`src/rtl/pwm_chan_pkg.sv`:
```
package pwm_chan_pkg;
   localparam int PSC_W   = 4;
   localparam int MAX_PSC = 10;

   typedef enum logic {
      TGT_DUTY   = 1'b0,
      TGT_PERIOD = 1'b1
   } upd_tgt_e;
endpackage

```
`src/rtl/pwm_chan_prescaler.sv`:
```
module pwm_chan_prescaler
   import pwm_chan_pkg::*;
#(
   parameter int P_W  = PSC_W,
   parameter int P_MAX = MAX_PSC
) (
   input  logic           clk,
   input  logic           rst_n,
   input  logic           run,
   input  logic [P_W-1:0] psc,
   output logic           tick
);
   localparam int DIV_W = P_MAX;

   logic [P_W-1:0]   psc_eff;
   logic [DIV_W-1:0] term;
   logic [DIV_W-1:0] div_q;

   always_comb psc_eff = (int'(psc) > P_MAX) ? P_W'(P_MAX) : psc;

   // terminal count is 2^p - 1: the low p bits set
   always_comb begin
      for (int i = 0; i < DIV_W; i++) term[i] = (i < int'(psc_eff));
   end

   assign tick = run && (div_q == term);

   always_ff @(posedge clk or negedge rst_n) begin
      if (!rst_n)              div_q <= '0;
      else if (!run || tick)   div_q <= '0;
      else                     div_q <= div_q + 1'b1;
   end
endmodule

```
`src/rtl/pwm_chan_counter.sv`:
```
module pwm_chan_counter #(
   parameter int W = 16
) (
   input  logic         clk,
   input  logic         rst_n,
   input  logic         run,
   input  logic         tick,
   input  logic [W-1:0] period,
   output logic [W-1:0] cnt,
   output logic         wrap
);
   logic [W-1:0] last_val;

   always_comb last_val = (period == '0) ? '0 : period - W'(1);

   assign wrap = tick && (cnt >= last_val);

   always_ff @(posedge clk or negedge rst_n) begin
      if (!rst_n)        cnt <= '0;
      else if (!run)     cnt <= '0;
      else if (tick) begin
         if (wrap)       cnt <= '0;
         else            cnt <= cnt + W'(1);
      end
   end
endmodule

```
`src/rtl/pwm_chan_regs.sv`:
```
module pwm_chan_regs
   import pwm_chan_pkg::*;
#(
   parameter int W   = 16,
   parameter int P_W = PSC_W
) (
   input  logic           clk,
   input  logic           rst_n,
   input  logic           running,
   input  logic           boundary,
   input  logic           wr_mode,
   input  logic [P_W-1:0] cfg_psc,
   input  logic           cfg_inv,
   input  logic           cfg_sel,
   input  logic           wr_duty,
   input  logic           wr_period,
   input  logic           wr_update,
   input  logic [W-1:0]   wr_data,
   output logic [W-1:0]   duty_q,
   output logic [W-1:0]   per_q,
   output logic [P_W-1:0] psc_q,
   output logic           inv_q
);
   upd_tgt_e     sel_q;
   upd_tgt_e     tgt_q;
   logic         pend_q;
   logic [W-1:0] buf_q;

   // mode register: target bit always writable, the rest only while stopped
   always_ff @(posedge clk or negedge rst_n) begin
      if (!rst_n) begin
         sel_q <= TGT_DUTY;
         psc_q <= '0;
         inv_q <= 1'b0;
      end else if (wr_mode) begin
         sel_q <= upd_tgt_e'(cfg_sel);
         if (!running) begin
            psc_q <= cfg_psc;
            inv_q <= cfg_inv;
         end
      end
   end

   // live duty/period and the held update
   always_ff @(posedge clk or negedge rst_n) begin
      if (!rst_n) begin
         duty_q <= '0;
         per_q  <= '0;
         pend_q <= 1'b0;
         buf_q  <= '0;
         tgt_q  <= TGT_DUTY;
      end else if (!running) begin
         pend_q <= 1'b0;
         if (wr_duty)   duty_q <= wr_data;
         if (wr_period) per_q  <= wr_data;
         if (wr_update) begin
            if (sel_q == TGT_PERIOD) per_q  <= wr_data;
            else                     duty_q <= wr_data;
         end
      end else begin
         if (boundary && pend_q) begin
            if (tgt_q == TGT_PERIOD) per_q  <= buf_q;
            else                     duty_q <= buf_q;
         end
         if (wr_update) begin
            pend_q <= 1'b1;
            buf_q  <= wr_data;
            tgt_q  <= sel_q;
         end else if (boundary) begin
            pend_q <= 1'b0;
         end
      end
   end
endmodule

```
`src/rtl/pwm_chan.sv`:
```
module pwm_chan
   import pwm_chan_pkg::*;
#(
   parameter int PERIOD_W = 16
) (
   input  logic                clk,
   input  logic                rst_n,
   input  logic                chan_en,
   input  logic [PSC_W-1:0]    cfg_psc,
   input  logic                cfg_inv,
   input  logic                cfg_sel,
   input  logic                wr_mode,
   input  logic                wr_duty,
   input  logic                wr_period,
   input  logic                wr_update,
   input  logic [PERIOD_W-1:0] wr_data,
   output logic                pwm_o,
   output logic                period_start_o,
   output logic                running_o
);
   generate
      if (!(PERIOD_W == 16 || PERIOD_W == 32)) begin : g_bad_width
         $error("pwm_chan: PERIOD_W must be 16 or 32");
      end
      if (MAX_PSC < 1 || (1 << PSC_W) <= MAX_PSC) begin : g_bad_psc
         $error("pwm_chan: prescaler field cannot hold its limit");
      end
   endgenerate

   logic                run_q;
   logic                start_q;
   logic                tick;
   logic                wrap;
   logic [PERIOD_W-1:0] cnt;
   logic [PERIOD_W-1:0] duty_q;
   logic [PERIOD_W-1:0] per_q;
   logic [PSC_W-1:0]    psc_q;
   logic                inv_q;

   pwm_chan_regs #(.W(PERIOD_W), .P_W(PSC_W)) u_regs (
      .clk       (clk),
      .rst_n     (rst_n),
      .running   (run_q),
      .boundary  (wrap),
      .wr_mode   (wr_mode),
      .cfg_psc   (cfg_psc),
      .cfg_inv   (cfg_inv),
      .cfg_sel   (cfg_sel),
      .wr_duty   (wr_duty),
      .wr_period (wr_period),
      .wr_update (wr_update),
      .wr_data   (wr_data),
      .duty_q    (duty_q),
      .per_q     (per_q),
      .psc_q     (psc_q),
      .inv_q     (inv_q)
   );

   pwm_chan_prescaler #(.P_W(PSC_W), .P_MAX(MAX_PSC)) u_psc (
      .clk   (clk),
      .rst_n (rst_n),
      .run   (run_q),
      .psc   (psc_q),
      .tick  (tick)
   );

   pwm_chan_counter #(.W(PERIOD_W)) u_cnt (
      .clk    (clk),
      .rst_n  (rst_n),
      .run    (run_q),
      .tick   (tick),
      .period (per_q),
      .cnt    (cnt),
      .wrap   (wrap)
   );

   // run control: start at once, stop only at a period end
   always_ff @(posedge clk or negedge rst_n) begin
      if (!rst_n) begin
         run_q   <= 1'b0;
         start_q <= 1'b0;
      end else begin
         start_q <= 1'b0;
         if (!run_q) begin
            if (chan_en) begin
               run_q   <= 1'b1;
               start_q <= 1'b1;
            end
         end else if (wrap) begin
            if (chan_en) start_q <= 1'b1;
            else         run_q   <= 1'b0;
         end
      end
   end

   assign pwm_o          = (run_q && (cnt >= duty_q)) ^ inv_q;
   assign period_start_o = start_q;
   assign running_o      = run_q;
endmodule

```
`config.mk`:
```
export PLATFORM = sky130hd
export DESIGN_NAME = pwm_chan
export DESIGN_NICKNAME = d
export VERILOG_FILES = /design/src/rtl/pwm_chan_pkg.sv /design/src/rtl/pwm_chan_prescaler.sv /design/src/rtl/pwm_chan_counter.sv /design/src/rtl/pwm_chan_regs.sv /design/src/rtl/pwm_chan.sv
export SDC_FILE = /design/constraint.sdc
export NUM_CORES = 1
export LEC_CHECK = 0
export ABC_AREA = 1
export BUFFER_PORTS_ARGS = -buffer_cell sky130_fd_sc_hd__buf_2
export CAP_MARGIN = 20
export CORE_MARGIN = 2
export CORE_UTILIZATION = 33
export CTS_CLUSTER_DIAMETER = 80
export CTS_CLUSTER_SIZE = 12
export DETAILED_ROUTE_END_ITERATION = 8
export HOLD_SLACK_MARGIN = 0.08
export PLACE_DENSITY_LB_ADDON = 0.25
export SYNTH_ARGS = -nofsm -noshare
export SYNTH_HDL_FRONTEND = slang
export SYNTH_HIERARCHICAL = 1
export SYNTH_SLANG_ARGS = --single-unit
```
`constraint.sdc`:
```
create_clock -name clk -period 3.1 [get_ports clk]
set_input_delay 0.775 -clock clk [delete_from_list [all_inputs] [get_ports clk]]
set_output_delay 0.775 -clock clk [all_outputs]
set_load 0.01 [all_outputs]
```
# Word level (Yosys, flattened, before mapping)

Cells that the tools add are included.

Register bits after elaboration: 84
Input port bits: 29
Logic and storage cells: 73

$add $sub $neg: 3
Order comparisons: 13
Equal/unequal tests: 6
Muxes and demuxes: 26
Bitwise operators: 2
Reduce and logical (&&, ||, !) cells: 11

Operators by type and width:

| kind                                                       | count |
|---|---|
| 2-to-1 mux 16 bit                                          | 16 |
| greater-or-equal comparator 16 bit                         | 2 |
| adder 16 x 1 -> 16 bit (second input constant)             | 1 |
| logical NOT 16 bit                                         | 1 |
| less-than comparator 3 x 4 -> 1 bit (first input constant) | 4 |
| subtractor 16 x 1 -> 16 bit (second input constant)        | 1 |
| adder 10 x 1 -> 10 bit (second input constant)             | 1 |
| == test 10 bit                                             | 1 |
| 2-to-1 mux 10 bit                                          | 1 |
| less-than comparator 1 x 4 -> 1 bit (first input constant) | 2 |
| less-than comparator 2 x 4 -> 1 bit (first input constant) | 2 |
| less-than comparator 4 bit (first input constant)          | 2 |
| 2-to-1 mux 1 bit                                           | 8 |
| AND reduction 2 bit                                        | 4 |
| inequality test 2 x 1 -> 1 bit (second input constant)     | 3 |
| > comparator 4 bit (second input constant)                 | 1 |
| logical AND 1 bit                                          | 4 |
| 2-to-1 mux 4 bit                                           | 1 |
| inequality test 3 x 2 -> 1 bit (second input constant)     | 1 |
| inequality test 2 bit (second input constant)              | 1 |
| logical NOT 1 bit                                          | 1 |
| logical OR 1 bit                                           | 1 |
| NOT 1 bit                                                  | 1 |
| XOR 1 bit                                                  | 1 |

# Depth between registers and ports, before layout

Gate-level depths: netlist of run 1.

Depth after elaboration: 9
Depth in mapped cells: 26

# Hierarchy

The synthesis of run 1 kept the hierarchy.

By module, submodules not included:

| module             | instances | cells each | area each (um^2) |
|---|---|---|---|
| pwm_chan_regs      | 1         | 454        | 3208.1 |
| pwm_chan_counter   | 1         | 305        | 1949.4 |
| pwm_chan_prescaler | 1         | 117        | 754.5 |
| pwm_chan           | 1         | 81         | 514.2 |

# Worst setup path after synthesis of run 1

No wires, ideal clock.

Path kind: register to register
Start point: register u_regs.per_q[0]
End point: register u_regs.duty_q[4]
Library setup time: 0.117 ns
Arrival: 2.701 ns
Setup slack: 0.282 ns
Stages on the path, launching flop included: 22
Path buffers: 1
Clock period less this slack: 2.818 ns
Cell sequence: dfrtp_1 -> inv_1 -> ha_1 -> nand3_1 -> nor3_1 -> or2_2 -> nand3_1 -> ha_1 -> nand4_1 -> nor2_1 -> nand2_1 -> inv_1 -> nand2_1 -> nand2_1 -> nand2_1 -> inv_1 -> nand3_2 -> buf_6 -> nand3_2 -> nand2_1 -> inv_1 -> nand2_1

Cells in the longest elaborated chain, start to end: 7
Elaborated cells on any way between the ends: 8

Ends and longest elaborated chain:

| what                                                              | RTL line               | text |
|---|---|---|
| from (decl)                                                       | pwm_chan_regs.sv:20    | `output logic [W-1:0] per_q,` |
| from (signal assigned)                                            | pwm_chan_regs.sv:55    | `if (wr_period) per_q <= wr_data;` |
| from (signal assigned)                                            | pwm_chan_regs.sv:57    | `if (sel_q == TGT_PERIOD) per_q <= wr_data;` |
| from (signal assigned)                                            | pwm_chan_regs.sv:62    | `if (tgt_q == TGT_PERIOD) per_q <= buf_q;` |
| subtractor 16 x 1 -> 16 bit or logical NOT 16 bit (tied branches) | pwm_chan_counter.sv:14 | `always_comb last_val = (period == '0) ? '0 : period - W'(1);` |
| 2-to-1 mux 16 bit *                                               | pwm_chan_counter.sv:14 |  |
| greater-or-equal comparator 16 bit *                              | pwm_chan_counter.sv:16 | `assign wrap = tick && (cnt >= last_val);` |
| logical AND 1 bit *                                               | pwm_chan_counter.sv:16 |  |
| via wrap                                                          | pwm_chan.sv:33         | `logic wrap;` |
| logical AND 1 bit *                                               | pwm_chan_regs.sv:61    | `if (boundary && pend_q) begin` |
| inequality test 2 x 1 -> 1 bit (no source line) *                 | n/a                    |  |
| AND reduction 2 bit (no source line) *                            | n/a                    |  |
| to (signal assigned)                                              | pwm_chan_regs.sv:54    | `if (wr_duty) duty_q <= wr_data;` |
| to (signal assigned)                                              | pwm_chan_regs.sv:58    | `else duty_q <= wr_data;` |
| to (signal assigned)                                              | pwm_chan_regs.sv:63    | `else duty_q <= buf_q;` |
| to (decl)                                                         | pwm_chan_regs.sv:19    | `output logic [W-1:0] duty_q,` |

Mark *: on every way through the listed nets, which the timed path passes. The rest lies on a longest branch.
A chain may end at the register's enable or synchronous reset.

# Worst setup path in the final report of run 1

Start point: register u_regs.per_q[5]
End point: register u_regs.duty_q[8]

The elaborated chain is that of the path after synthesis.

==> metrics.txt, run 1 <==
# TYPE chip_impl_metric gauge
chip_impl_metric{name="pin_count_of_the_biggest_net_entering_global_routing",unit=""} 53
chip_impl_metric{name="mappedNetlistNets",unit=""} 1022
chip_impl_metric{name="cp_max_fo",unit=""} 6
chip_impl_metric{name="peak_supply_drop",unit="uV"} 241
chip_impl_metric{name="postSynth.asyncResetShare",unit="%"} 100
chip_impl_metric{name="die-width",unit="microns"} 144
chip_impl_metric{name="finalSetupViolCount",unit=""} 0
chip_impl_metric{name="drc",unit=""} 0
chip_impl_metric{name="dieArea",unit="sq um"} 20600
chip_impl_metric{name="route.detailed.wl_per_inst",unit="microns"} 13.2
chip_impl_info{name="final_common_cell",value="sky130_fd_sc_hd__nand2_1"} 1
chip_impl_metric{name="synthDominantCellAreaShare",unit="%"} 32.7
chip_impl_info{name="endpoint",value="u_regs/duty_q[8]"} 1
chip_impl_metric{name="clkLatencyLatePin",unit="ns"} 0.35
chip_impl_metric{name="final_nets",unit=""} 1066
chip_impl_info{name="worstSetupPathType",value="flip-flop to flip-flop"} 1
chip_impl_metric{name="tightest_slew",unit="ns"} 0.757
chip_impl_metric{name="total_leakage_power",unit="nW"} 4.41
chip_impl_info{name="cts_tree",value="done"} 1
chip_impl_info{name="startpoint_type",value="flip-flop"} 1
chip_impl_metric{name="report.power.total",unit="mW"} 2.35
chip_impl_info{name="postSynth.topFlopCell",value="sky130_fd_sc_hd__dfrtp_1"} 1
chip_impl_info{name="unrepaired_setup_endpoints_after_global_routing",value="yes"} 1
chip_impl_metric{name="layout-drive-gt1-share",unit="%"} 16.8
chip_impl_metric{name="avgSynthCellArea",unit="sq um"} 6.71
chip_impl_metric{name="vias_per_cell",unit=""} 4.65
chip_impl_metric{name="drt_pre_antenna_iters",unit=""} 5
chip_impl_metric{name="grt_first_pass_wirelength",unit="mm"} 27.4
chip_impl_info{name="status",value="finished clean"} 1
chip_impl_metric{name="numPortBuffers",unit=""} 31
chip_impl_info{name="highest_count_cells_in_the_layout_ignoring_fill_and_taps",value="sky130_fd_sc_hd__nand2_1 (289), sky130_fd_sc_hd__inv_1 (158), sky130_fd_sc_hd__nand3_1 (154), sky130_fd_sc_hd__dfrtp_1 (78), sky130_fd_sc_hd__nor2_1 (46)"} 1
chip_impl_metric{name="synth.yosys.seq_area_share",unit="%"} 32.7
chip_impl_metric{name="htree_num_levels",unit=""} 3
chip_impl_info{name="r2r_path_start",value="u_regs/per_q[5]"} 1
chip_impl_metric{name="die_height",unit="microns"} 144
chip_impl_metric{name="antenna_violating_nets_post_route",unit=""} 0
chip_impl_info{name="worst_setup_path_end_kind",value="flip-flop"} 1
chip_impl_metric{name="antenna_cells",unit=""} 0
chip_impl_metric{name="r2r_slack",unit="ns"} 0.11
chip_impl_metric{name="global_route.overflow_total",unit=""} 0
chip_impl_metric{name="min_period",unit="ns"} 2.99
chip_impl_metric{name="clockBufferDepth",unit=""} 2
chip_impl_metric{name="timing.critical_path.required",unit="ns"} 3.39
chip_impl_metric{name="synth_cell_types",unit=""} 36
chip_impl_metric{name="timing.max_cap.violations",unit=""} 0
chip_impl_metric{name="ys.warnings.count",unit=""} 6
chip_impl_metric{name="synthesis.area",unit="sq um"} 6430
chip_impl_metric{name="final_instance_area",unit="sq um"} 7470
chip_impl_metric{name="starting_density_of_the_core",unit="%"} 33.3
chip_impl_metric{name="period_share",unit="%"} 96.3
chip_impl_info{name="synth_top_cells_by_area",value="sky130_fd_sc_hd__dfrtp_1 (33%), sky130_fd_sc_hd__nand2_1 (18%), sky130_fd_sc_hd__nand3_1 (12%)"} 1
chip_impl_metric{name="grt_antenna_before_repair",unit=""} 0
chip_impl_metric{name="synth_cells",unit=""} 957
chip_impl_metric{name="synth-edff-count",unit=""} 0
chip_impl_metric{name="place_congestion",unit=""} 0.837
chip_impl_metric{name="finalWirelength",unit="mm"} 16.8
chip_impl_metric{name="clock.fmax",unit="MHz"} 335
chip_impl_info{name="clk_root_buffer_cell",value="sky130_fd_sc_hd__clkbuf_16"} 1
chip_impl_metric{name="critical_path_arrival",unit="ns"} 3.28
chip_impl_metric{name="cts_sinks",unit=""} 84
chip_impl_metric{name="maxSlewViolCount",unit=""} 0
chip_impl_metric{name="via_count_of_the_routed_design",unit=""} 5912
chip_impl_metric{name="utilization",unit="%"} 38.8
chip_impl_metric{name="maxSlewHeadroom",unit="%"} 49.4
chip_impl_info{name="timing.critical_path.from",value="u_regs/per_q[5]"} 1
chip_impl_metric{name="detailed_place_hpwl",unit="mm"} 12.0
chip_impl_metric{name="cts_buffers",unit=""} 9
chip_impl_metric{name="final.setup_skew",unit="ns"} 0.0117
chip_impl_metric{name="detailedRoute.firstIterationViolations",unit=""} 426
chip_impl_metric{name="fillers",unit=""} 2065
chip_impl_info{name="synth_area_leader_cell",value="sky130_fd_sc_hd__dfrtp_1"} 1
chip_impl_metric{name="grt_usage",unit="%"} 16.8
chip_impl_info{name="worst_hold_path_type",value="input port to async pin"} 1
chip_impl_metric{name="cellPowerDensity",unit="nW/um^2"} 315
chip_impl_metric{name="placed_cell_area",unit="sq um"} 6900
chip_impl_metric{name="areaGrowthSynthToFinish",unit="%"} 16.2
chip_impl_metric{name="yosys_register_bits",unit=""} 84
chip_impl_metric{name="r2r.worst_path.cells",unit=""} 26
chip_impl_metric{name="layoutNonFillerInstCount",unit=""} 1271
chip_impl_metric{name="io-pin-count",unit=""} 32
chip_impl_metric{name="cts-hold-fix-buffers",unit=""} 0
chip_impl_metric{name="floorplan.rows",unit=""} 51
chip_impl_metric{name="fin_tns_setup",unit="ns"} 0
chip_impl_metric{name="hold_violations",unit=""} 0
chip_impl_metric{name="grt_pass1_vias",unit=""} 5349
chip_impl_metric{name="cts.reportedPaths.clkPinSlew",unit="ns"} 0.07
chip_impl_metric{name="coreArea",unit="sq um"} 19300
chip_impl_metric{name="place.detailed.instances",unit=""} 1243
chip_impl_info{name="critical_path.reg2reg.endpoint",value="u_regs/duty_q[8]"} 1
[worst max-delay path: stages, from the launching register on]
cell                        delay [ns]
sky130_fd_sc_hd__dfrtp_2          0.46
sky130_fd_sc_hd__inv_1            0.07
sky130_fd_sc_hd__nand2_1          0.05
sky130_fd_sc_hd__nor2_1           0.12
sky130_fd_sc_hd__nand2_2          0.09
sky130_fd_sc_hd__nor2_4           0.15
sky130_fd_sc_hd__nand2_4          0.07
sky130_fd_sc_hd__nor2_4           0.14
sky130_fd_sc_hd__nand2_1          0.06
sky130_fd_sc_hd__nand2_1          0.07
sky130_fd_sc_hd__nand3_2          0.09
sky130_fd_sc_hd__ha_4             0.28
sky130_fd_sc_hd__nand4_1          0.11
sky130_fd_sc_hd__nor2_1           0.10
sky130_fd_sc_hd__nand2_1          0.08
sky130_fd_sc_hd__inv_1            0.05
sky130_fd_sc_hd__nand2_1          0.04
sky130_fd_sc_hd__nand2_1          0.06
sky130_fd_sc_hd__nand2_2          0.07
sky130_fd_sc_hd__inv_4            0.09
sky130_fd_sc_hd__nand2_4          0.05
sky130_fd_sc_hd__nor2_4           0.21
sky130_fd_sc_hd__clkbuf_16        0.20
sky130_fd_sc_hd__nand2_1          0.05
sky130_fd_sc_hd__nand2_1          0.06
sky130_fd_sc_hd__inv_1            0.04
sky130_fd_sc_hd__nand2_1          0.04
[power by group]
group / internal, mW / total [mW] / switching (mW)
combinational: 0.0436 / 0.158 / 0.115
sequential: 1.12 / 1.13 / 0.0141
clock: 0.572 / 1.06 / 0.490
[synth_stat cells (2+ instances only)]
cell type,count
sky130_fd_sc_hd__xnor2_1,6
sky130_fd_sc_hd__inv_2,7
sky130_fd_sc_hd__nand3_1,158
sky130_fd_sc_hd__inv_1,163
sky130_fd_sc_hd__nand3_2,12
sky130_fd_sc_hd__nor2_1,47
sky130_fd_sc_hd__nand2_1,301
sky130_fd_sc_hd__nor2_2,10
sky130_fd_sc_hd__nand4_1,8
sky130_fd_sc_hd__ha_1,36
sky130_fd_sc_hd__buf_4,5
sky130_fd_sc_hd__buf_6,5
sky130_fd_sc_hd__buf_2,15
sky130_fd_sc_hd__clkbuf_1,5
sky130_fd_sc_hd__o21ai_0,6
sky130_fd_sc_hd__nor4_1,3
sky130_fd_sc_hd__nand2_2,12
sky130_fd_sc_hd__nor3_1,5
sky130_fd_sc_hd__dfrtp_1,84
sky130_fd_sc_hd__o21ai_1,17
sky130_fd_sc_hd__xor2_1,18
sky130_fd_sc_hd__o21bai_1,2
sky130_fd_sc_hd__a21oi_1,11
sky130_fd_sc_hd__or2_2,3
sky130_fd_sc_hd__nor2_4,6
sky130_fd_sc_hd__a21oi_2,2
[how the worst min path moves through the flow]
stage | startpoint | to | cells past startpoint
2_1_floorplan | u_regs/buf_q[14] | u_regs/buf_q[14] | 2
3_3_place_gp | u_regs/buf_q[2] | u_regs/buf_q[2] | 2
3_5_place_dp | u_regs/buf_q[10] | u_regs/buf_q[10] | 2
4_1_cts | rst_n | u_psc/div_q[2] | 1
5_1_grt | rst_n | u_psc/div_q[2] | 1
6_report | rst_n | u_psc/div_q[2] | 1
[cell families (layout without fill, tap and decap cells)]
logic type	Yosys count	in the layout	synth area share (%)
AOI/OAI and AO/OA	42	42	3.60
xor gates and xnor gates	24	24	3.27
DFF	84	84	32.7
and+or+nand+nor	570	570	40.5
buffers and inverters	201	250	12.9
adders and majority gates	36	36	7.01
[registers in the layout, indices dropped and copies added, names as in the netlist]
signal,cells
u_cnt/cnt,16
u_regs/buf_q,16
u_regs/duty_q,16
u_regs/per_q,16
u_psc/div_q,10
u_regs/psc_q,4
period_start_o,1
running_o,1
u_regs/inv_q,1
u_regs/pend_q,1
u_regs/sel_q,1
u_regs/tgt_q,1
[per-layer routing]
layer  GRT usage [%]  part of all wire (%)  up-vias
met1            23.9                    50     2716
met4            4.28                   1.7        0
met5               0                     0        -
li1                -                     -     3073
met3            2.87                   3.5       24
met2            26.4                    45       99
[cell type report]
class / count / area [sq um] / area share [%]
Timing Repair Buffer: 63 / 473 / 6.33
Tap cell: 265 / 332 / 4.44
Inverter: 171 / 647 / 8.66
Clock buffer: 10 / 239 / 3.20
Clock inverter: 6 / 47.5 / 0.637
Multi-Input combinational cell: 672 / 3620 / 48.5
Sequential cell: 84 / 2110 / 28.2
[repair_timing]
action,CTS,global route
setup buffers,2,9
pin swaps,1,24
cloned,0,1
gates resized for setup,0,46
endpoints found under the setup margin,16,34
[per-stage QoR]
stage          setup WS [ns]  hold slack (ns)
2_1_floorplan          0.282            0.459
3_3_place_gp         -0.0257            0.473
3_5_place_dp         -0.0515            0.479
4_1_cts               0.0841            0.389
5_1_grt              -0.0920            0.412
6_report               0.115            0.371
No activity file was read; power rests on OpenSTA's default activity.
==> inputs of run 2 (changes only) <==
--- a/config.mk
+++ b/config.mk
@@ -13,6 +13,7 @@
 export CTS_CLUSTER_DIAMETER = 80
 export CTS_CLUSTER_SIZE = 12
 export DETAILED_ROUTE_END_ITERATION = 8
+export GPL_TIMING_DRIVEN = 0
 export HOLD_SLACK_MARGIN = 0.08
 export PLACE_DENSITY_LB_ADDON = 0.25
 export SYNTH_ARGS = -nofsm -noshare
==> run 2 against run 1 <==
  * Worst setup slack worse by 0.063 ns
  * Combinational power up 9%
  * Largest power group is now the clock network
  * Via count up 0.58%
  * Clock skew down 0.00055 ns
  * Wire length up 1.6%
  * Design area up 6.2%
  * First-iteration DRC count down 12%
  * Non-clock buffer count up 25
  * Register-to-register slack worse by 0.06 ns
  * Critical endpoint is now u_regs/per_q[6]
==> metrics.txt, run 2 (synthesized netlist as in run 1, its figures left out) <==
# TYPE chip_impl_metric gauge
chip_impl_info{name="worstSetupPathType",value="flip-flop to flip-flop"} 1
chip_impl_metric{name="antenna_cells",unit=""} 0
chip_impl_metric{name="drc",unit=""} 0
chip_impl_metric{name="grt_antenna_before_repair",unit=""} 0
chip_impl_metric{name="finalSetupViolCount",unit=""} 0
chip_impl_metric{name="final_instance_area",unit="sq um"} 7930
chip_impl_metric{name="layout-drive-gt1-share",unit="%"} 22.0
chip_impl_metric{name="coreArea",unit="sq um"} 19300
chip_impl_metric{name="vias_per_cell",unit=""} 4.59
chip_impl_metric{name="fillers",unit=""} 2078
chip_impl_metric{name="final_nets",unit=""} 1091
chip_impl_metric{name="placed_cell_area",unit="sq um"} 6940
chip_impl_metric{name="die_height",unit="microns"} 144
chip_impl_metric{name="final.setup_skew",unit="ns"} 0.0111
chip_impl_info{name="critical_path.reg2reg.endpoint",value="u_regs/per_q[6]"} 1
chip_impl_metric{name="clock.fmax",unit="MHz"} 328
chip_impl_metric{name="dieArea",unit="sq um"} 20600
chip_impl_metric{name="maxSlewViolCount",unit=""} 0
chip_impl_metric{name="hold_violations",unit=""} 0
chip_impl_metric{name="floorplan.rows",unit=""} 51
chip_impl_info{name="cts_tree",value="done"} 1
chip_impl_info{name="timing.critical_path.from",value="u_regs/per_q[5]"} 1
chip_impl_metric{name="peak_supply_drop",unit="uV"} 324
chip_impl_metric{name="numPortBuffers",unit=""} 30
chip_impl_metric{name="pin_count_of_the_biggest_net_entering_global_routing",unit=""} 65
chip_impl_metric{name="tightest_slew",unit="ns"} 0.656
chip_impl_metric{name="clkLatencyLatePin",unit="ns"} 0.35
chip_impl_metric{name="drt_pre_antenna_iters",unit=""} 5
chip_impl_metric{name="cts_sinks",unit=""} 84
chip_impl_metric{name="global_route.overflow_total",unit=""} 0
chip_impl_metric{name="cts.reportedPaths.clkPinSlew",unit="ns"} 0.07
chip_impl_metric{name="clockBufferDepth",unit=""} 2
chip_impl_metric{name="route.detailed.wl_per_inst",unit="microns"} 13.1
chip_impl_info{name="clk_root_buffer_cell",value="sky130_fd_sc_hd__clkbuf_16"} 1
chip_impl_metric{name="fin_tns_setup",unit="ns"} 0
chip_impl_metric{name="min_period",unit="ns"} 3.05
chip_impl_metric{name="cts_buffers",unit=""} 9
chip_impl_metric{name="areaGrowthSynthToFinish",unit="%"} 23.4
chip_impl_metric{name="grt_pass1_vias",unit=""} 5574
chip_impl_metric{name="utilization",unit="%"} 41.2
chip_impl_metric{name="place_congestion",unit=""} 0.820
chip_impl_metric{name="htree_num_levels",unit=""} 3
chip_impl_info{name="unrepaired_setup_endpoints_after_global_routing",value="yes"} 1
chip_impl_metric{name="starting_density_of_the_core",unit="%"} 33.3
chip_impl_metric{name="place.detailed.instances",unit=""} 1253
chip_impl_metric{name="finalWirelength",unit="mm"} 17.0
chip_impl_metric{name="grt_usage",unit="%"} 16.9
chip_impl_metric{name="cellPowerDensity",unit="nW/um^2"} 325
chip_impl_metric{name="detailedRoute.firstIterationViolations",unit=""} 375
chip_impl_metric{name="grt_first_pass_wirelength",unit="mm"} 27.6
chip_impl_metric{name="cts-hold-fix-buffers",unit=""} 0
chip_impl_metric{name="period_share",unit="%"} 98.3
chip_impl_metric{name="timing.max_cap.violations",unit=""} 0
chip_impl_info{name="r2r_path_start",value="u_regs/per_q[5]"} 1
chip_impl_metric{name="critical_path_arrival",unit="ns"} 3.34
chip_impl_metric{name="via_count_of_the_routed_design",unit=""} 5946
chip_impl_metric{name="cp_max_fo",unit=""} 8
chip_impl_info{name="startpoint_type",value="flip-flop"} 1
chip_impl_info{name="endpoint",value="u_regs/per_q[6]"} 1
chip_impl_info{name="highest_count_cells_in_the_layout_ignoring_fill_and_taps",value="sky130_fd_sc_hd__nand2_1 (271), sky130_fd_sc_hd__inv_1 (156), sky130_fd_sc_hd__nand3_1 (139), sky130_fd_sc_hd__dfrtp_1 (79), sky130_fd_sc_hd__nor2_1 (45)"} 1
chip_impl_info{name="status",value="finished clean"} 1
chip_impl_metric{name="timing.critical_path.required",unit="ns"} 3.39
chip_impl_info{name="worst_setup_path_end_kind",value="flip-flop"} 1
chip_impl_metric{name="layoutNonFillerInstCount",unit=""} 1295
chip_impl_metric{name="die-width",unit="microns"} 144
chip_impl_metric{name="io-pin-count",unit=""} 32
chip_impl_info{name="final_common_cell",value="sky130_fd_sc_hd__nand2_1"} 1
chip_impl_metric{name="detailed_place_hpwl",unit="mm"} 12.5
chip_impl_metric{name="r2r_slack",unit="ns"} 0.05
chip_impl_metric{name="r2r.worst_path.cells",unit=""} 24
chip_impl_info{name="worst_hold_path_type",value="input port to async pin"} 1
chip_impl_metric{name="maxSlewHeadroom",unit="%"} 56.3
chip_impl_metric{name="antenna_violating_nets_post_route",unit=""} 0
chip_impl_metric{name="total_leakage_power",unit="nW"} 4.64
## run 2: worst min-delay path by stage
stage	start	to	slack, ns	depth (start not counted)
5_1_grt	rst_n	u_psc/div_q[8]	0.32	1
2_1_floorplan	u_regs/buf_q[14]	u_regs/buf_q[14]	0.46	2
3_3_place_gp	u_regs/buf_q[14]	u_regs/buf_q[14]	0.47	2
3_5_place_dp	u_regs/buf_q[5]	u_regs/buf_q[5]	0.48	2
4_1_cts	rst_n	u_psc/div_q[8]	0.31	1
6_report	rst_n	u_psc/div_q[8]	0.31	1
## run 2: final cells by class
cell class | count | area, sq um | share of cell area (%)
inverter | 171 | 654 | 8.25
clock inverter | 5 | 108 | 1.36
sequential | 84 | 2110 | 26.6
clock buffer | 10 | 239 | 3.01
tap | 265 | 332 | 4.18
multi-input combinational | 672 | 3840 | 48.4
timing repair buffer | 58 | 440 | 5.55
buffer | 30 | 213 | 2.68
## run 2: what timing repair did
item                       4_1_cts  5_1_grt
setup endpoints to repair       32       35
gates resized for setup         11       97
pin swaps                        2       41
buffers inserted                 5       19
gates cloned                     0        3
## run 2: critical path: stages (launching register included)
cell and delay (ns):
sky130_fd_sc_hd__dfrtp_2 0.46, sky130_fd_sc_hd__inv_2 0.06, sky130_fd_sc_hd__nand2_1 0.05, sky130_fd_sc_hd__nor2_1 0.12, sky130_fd_sc_hd__nand2_2 0.10, sky130_fd_sc_hd__nor2_4 0.14
sky130_fd_sc_hd__nand2_2 0.08, sky130_fd_sc_hd__nor2_4 0.15, sky130_fd_sc_hd__nand2_1 0.07, sky130_fd_sc_hd__nand2_1 0.07, sky130_fd_sc_hd__nand3_2 0.08, sky130_fd_sc_hd__ha_4 0.28
sky130_fd_sc_hd__nand4_1 0.13, sky130_fd_sc_hd__nor2_2 0.14, sky130_fd_sc_hd__nand2_2 0.07, sky130_fd_sc_hd__inv_2 0.05, sky130_fd_sc_hd__nand2_2 0.05, sky130_fd_sc_hd__nand2_2 0.08
sky130_fd_sc_hd__nand2_4 0.07, sky130_fd_sc_hd__inv_8 0.10, sky130_fd_sc_hd__nand3_4 0.16, sky130_fd_sc_hd__inv_6 0.15, sky130_fd_sc_hd__clkbuf_16 0.17, sky130_fd_sc_hd__nand2_4 0.05
sky130_fd_sc_hd__nand3_2 0.06
## run 2: per-stage QoR
step                total power [mW]  hold WS, ns  setup WS (ns)
global route                    2.67        0.324         -0.139
detailed placement              1.31        0.482         -0.473
global placement                1.31        0.472         -0.467
floorplan                       1.23        0.459          0.282
finish                          2.58        0.309         0.0522
CTS                             2.61        0.314        0.00486
## run 2: power breakdown
group          total, mW  internal (mW)  switching, mW
clock network       1.28          0.809          0.466
registers           1.13           1.12         0.0139
logic              0.172         0.0483          0.124
## run 2: layer usage
metal | vias to the layer above | part of all wire (%) | global-route usage (%)
li1 | 3122 | - | -
met1 | 2701 | 48 | 22.9
met2 | 109 | 47 | 27.9
met3 | 14 | 3.8 | 3.20
met4 | 0 | 1.2 | 4.13
met5 | - | 0 | 0
==> inputs of run 3 (changes only) <==
==> constraint.sdc (replaced) <==
create_clock -name clk -period 3.9 [get_ports clk]
set_input_delay 0.975 -clock clk [delete_from_list [all_inputs] [get_ports clk]]
set_output_delay 0.975 -clock clk [all_outputs]
set_load 0.01 [all_outputs]
==> run 3 against run 2 <==
  * Hold slack better by 0.18 ns
  * First-iteration DRC count is 14% higher
  * Clock-buffer cell count stayed put
  * Cell count is 2.1% lower
  * Sequential power is 20% lower
  * Combinational power is 26% lower
  * Critical path depth is 3 lower
  * Clock skew hardly changed
  * Flip-flop and latch count stayed put
  * Maximum frequency is 12% lower
  * Utilization is 3.3 points lower
  * Critical endpoint is now u_regs/duty_q[11]
  * Highest routed layer unchanged
==> metrics.txt, run 3 (synthesized netlist as in run 1, its figures left out) <==
# TYPE chip_impl_metric gauge
chip_impl_info{name="status",value="finished clean"} 1
chip_impl_metric{name="share_comb_of_total_power",unit="%"} 6.3
chip_impl_metric{name="largest_stage_delay_on_the_critical_path",unit="ns"} 0.47
chip_impl_metric{name="fin_tns_setup",unit="ns"} 0
chip_impl_metric{name="io-pin-count",unit=""} 32
chip_impl_metric{name="via_count_of_the_routed_design",unit=""} 5772
chip_impl_metric{name="cp_max_fo",unit=""} 10
chip_impl_metric{name="detailedRoute.firstIterationViolations",unit=""} 429
chip_impl_metric{name="die_height",unit="microns"} 144
chip_impl_metric{name="min_period",unit="ns"} 3.45
chip_impl_metric{name="utilization",unit="%"} 37.8
chip_impl_metric{name="grt_antenna_before_repair",unit=""} 0
chip_impl_metric{name="grt_usage",unit="%"} 16.8
chip_impl_metric{name="tightest_slew",unit="ns"} 0.595
chip_impl_info{name="worst_setup_path_end_kind",value="flip-flop"} 1
chip_impl_metric{name="route.detailed.wl_per_inst",unit="microns"} 12.8
chip_impl_metric{name="peak_supply_drop",unit="uV"} 256
chip_impl_metric{name="holdWs",unit="ns"} 0.493
chip_impl_metric{name="cellPowerDensity",unit="nW/um^2"} 280
chip_impl_metric{name="antenna_violating_nets_post_route",unit=""} 0
chip_impl_metric{name="vias_per_cell",unit=""} 4.55
chip_impl_metric{name="min_path_cells",unit=""} 2
chip_impl_info{name="clk_root_buffer_cell",value="sky130_fd_sc_hd__clkbuf_16"} 1
chip_impl_metric{name="finalWirelength",unit="mm"} 16.2
chip_impl_info{name="highest_count_cells_in_the_layout_ignoring_fill_and_taps",value="sky130_fd_sc_hd__nand2_1 (301), sky130_fd_sc_hd__inv_1 (162), sky130_fd_sc_hd__nand3_1 (158), sky130_fd_sc_hd__dfrtp_1 (84), sky130_fd_sc_hd__nor2_1 (47)"} 1
chip_impl_info{name="startpoint_type",value="flip-flop"} 1
chip_impl_metric{name="intPower",unit="mW"} 1.57
chip_impl_metric{name="cts.reportedPaths.clkPinSlew",unit="ns"} 0.07
chip_impl_metric{name="numPortBuffers",unit=""} 30
chip_impl_info{name="critical_path.cell_chain",value="inv_1, ha_1, nand3_1, nor3_1, or2_2, nand3_1, ha_1, nand4_1, nor2_1, nand2_1, inv_1, nand2_1, nand2_1, nand2_1, clkinvlp_4, nand3_2, buf_6, nand3_2, nand2_1, inv_1, nand2_1"} 1
chip_impl_metric{name="final.setup_skew",unit="ns"} 0.0112
chip_impl_metric{name="starting_density_of_the_core",unit="%"} 33.3
chip_impl_metric{name="clkLatencyLatePin",unit="ns"} 0.35
chip_impl_metric{name="cts_buffers",unit=""} 9
chip_impl_info{name="final_common_cell",value="sky130_fd_sc_hd__nand2_1"} 1
chip_impl_metric{name="htree_num_levels",unit=""} 3
chip_impl_metric{name="r2r.worst_path.cells",unit=""} 21
chip_impl_info{name="cts_tree",value="done"} 1
chip_impl_metric{name="global_route.overflow_total",unit=""} 0
chip_impl_metric{name="total_leakage_power",unit="nW"} 4.32
chip_impl_metric{name="timing.max_cap.violations",unit=""} 0
chip_impl_metric{name="grt_pass1_vias",unit=""} 5548
chip_impl_metric{name="die-width",unit="microns"} 144
chip_impl_metric{name="maxSlewHeadroom",unit="%"} 60.3
chip_impl_metric{name="place_congestion",unit=""} 0.820
chip_impl_metric{name="final_instance_area",unit="sq um"} 7290
chip_impl_info{name="critical_path.most_common_cell",value="sky130_fd_sc_hd__nand2_1"} 1
chip_impl_info{name="cp_slowest_cell",value="sky130_fd_sc_hd__dfrtp_1"} 1
chip_impl_metric{name="maxSlewViolCount",unit=""} 0
chip_impl_info{name="worst_hold_path_type",value="flip-flop to flip-flop"} 1
chip_impl_metric{name="cts_setup_buffers",unit=""} 0
chip_impl_metric{name="grt_first_pass_wirelength",unit="mm"} 27.4
chip_impl_metric{name="critical_path_arrival",unit="ns"} 3.69
chip_impl_metric{name="areaGrowthSynthToFinish",unit="%"} 13.4
chip_impl_metric{name="pin_count_of_the_biggest_net_entering_global_routing",unit=""} 65
chip_impl_metric{name="floorplan.rows",unit=""} 51
chip_impl_metric{name="swShare",unit="%"} 23.1
chip_impl_metric{name="finalSetupViolCount",unit=""} 0
chip_impl_metric{name="coreArea",unit="sq um"} 19300
chip_impl_metric{name="period_share",unit="%"} 88.4
chip_impl_info{name="worstSetupPathType",value="flip-flop to flip-flop"} 1
chip_impl_metric{name="drc",unit=""} 0
chip_impl_metric{name="timing.critical_path.required",unit="ns"} 4.14
chip_impl_metric{name="cts_sinks",unit=""} 84
chip_impl_metric{name="dieArea",unit="sq um"} 20600
chip_impl_metric{name="antenna_cells",unit=""} 0
chip_impl_metric{name="final_nets",unit=""} 1064
chip_impl_metric{name="clkPwrFrac",unit="%"} 49.7
chip_impl_metric{name="layout-drive-gt1-share",unit="%"} 12.9
chip_impl_metric{name="clockBufferDepth",unit=""} 2
chip_impl_metric{name="placed_cell_area",unit="sq um"} 6940
chip_impl_metric{name="p_seq_share",unit="%"} 44.0
chip_impl_info{name="unrepaired_setup_endpoints_after_global_routing",value="no"} 1
chip_impl_metric{name="hold_violations",unit=""} 0
chip_impl_metric{name="clock.fmax",unit="MHz"} 290
chip_impl_metric{name="detailed_place_hpwl",unit="mm"} 12.5
chip_impl_metric{name="drt_pre_antenna_iters",unit=""} 5
chip_impl_metric{name="reported_net_switching_power",unit="mW"} 0.473
run 3: changes by cell type in the layout (fill, tap and decap cells not counted), moves of 13 or more:
cell	delta
sky130_fd_sc_hd__nand2_1	+30
sky130_fd_sc_hd__nand2_4	-13
sky130_fd_sc_hd__nand2_2	-17
sky130_fd_sc_hd__nand3_1	+19
sky130_fd_sc_hd__buf_4	-20
sky130_fd_sc_hd__nand3_2	-18
run 3: area by class of cell:
type                            count  area (sq um)
Inverter                          171           646
Tap cell                          265           332
Buffer                             30           188
Clock inverter                      5           108
Fill cell                        2150         12000
Timing Repair Buffer               31           180
Sequential cell                    84          2100
Clock buffer                       10           239
Multi-Input combinational cell    672          3490
run 3: path summary, 6_finish.rpt:
| path | from | end | slack [ns] |
|---|---|---|---|
| max | u_regs/per_q[0] | u_regs/duty_q[11] | 0.45 |
| min | u_regs/psc_q[3] | u_regs/psc_q[3] | 0.49 |
| max reg2reg | u_regs/per_q[0] | u_regs/duty_q[11] | 0.45 |
| min reg2reg | u_regs/psc_q[3] | u_regs/psc_q[3] | 0.49 |
| max in group asynchronous | rst_n | u_cnt/cnt[14] | 2.73 |
| min in group asynchronous | rst_n | u_psc/div_q[8] | 0.51 |
run 3: what timing repair did:
action	CTS	global route
endpoints found under the hold margin	0	0
endpoints found under the setup margin	0	2
hold buffers	0	0
resized for setup	0	1
run 3: layer usage:
| metal | global-route usage (%) | part of all wire (%) | vias up | wire, microns |
|---|---|---|---|---|
| met5 | 0 | 0 | - | 0 |
| met4 | 4.13 | 1.1 | 0 | 172 |
| met3 | 3.20 | 4.2 | 12 | 680 |
| met2 | 27.8 | 46 | 98 | 7400 |
| met1 | 22.7 | 49 | 2596 | 7930 |
| li1 | - | - | 3066 | - |
run 3: worst max-delay path: cells and delay by family (launching register included):
kind,cells,cell delay (ns)
buffers and inverters,5,0.66
and+or+nand+nor,14,1.69
DFF,1,0.47
adders and majority gates,2,0.51
run 3: power by group through the flow:
stage          clock (mW)  combinational (mW)  sequential [mW]
2_1_floorplan           0              0.0677            0.913
3_3_place_gp            0               0.125            0.914
4_1_cts              1.05               0.130            0.898
5_1_grt              1.07               0.147            0.900
3_5_place_dp            0               0.130            0.915
6_report             1.02               0.128            0.899
run 3: per-stage QoR:
step           total power [mW]  setup slack (ns)  cells
3_3_place_gp               1.04             0.333   1252
4_1_cts                    2.07             0.303   1268
5_1_grt                    2.12             0.126   1268
3_5_place_dp               1.04             0.327   1253
6_report                   2.04             0.453   1268
2_1_floorplan             0.981              1.08    957
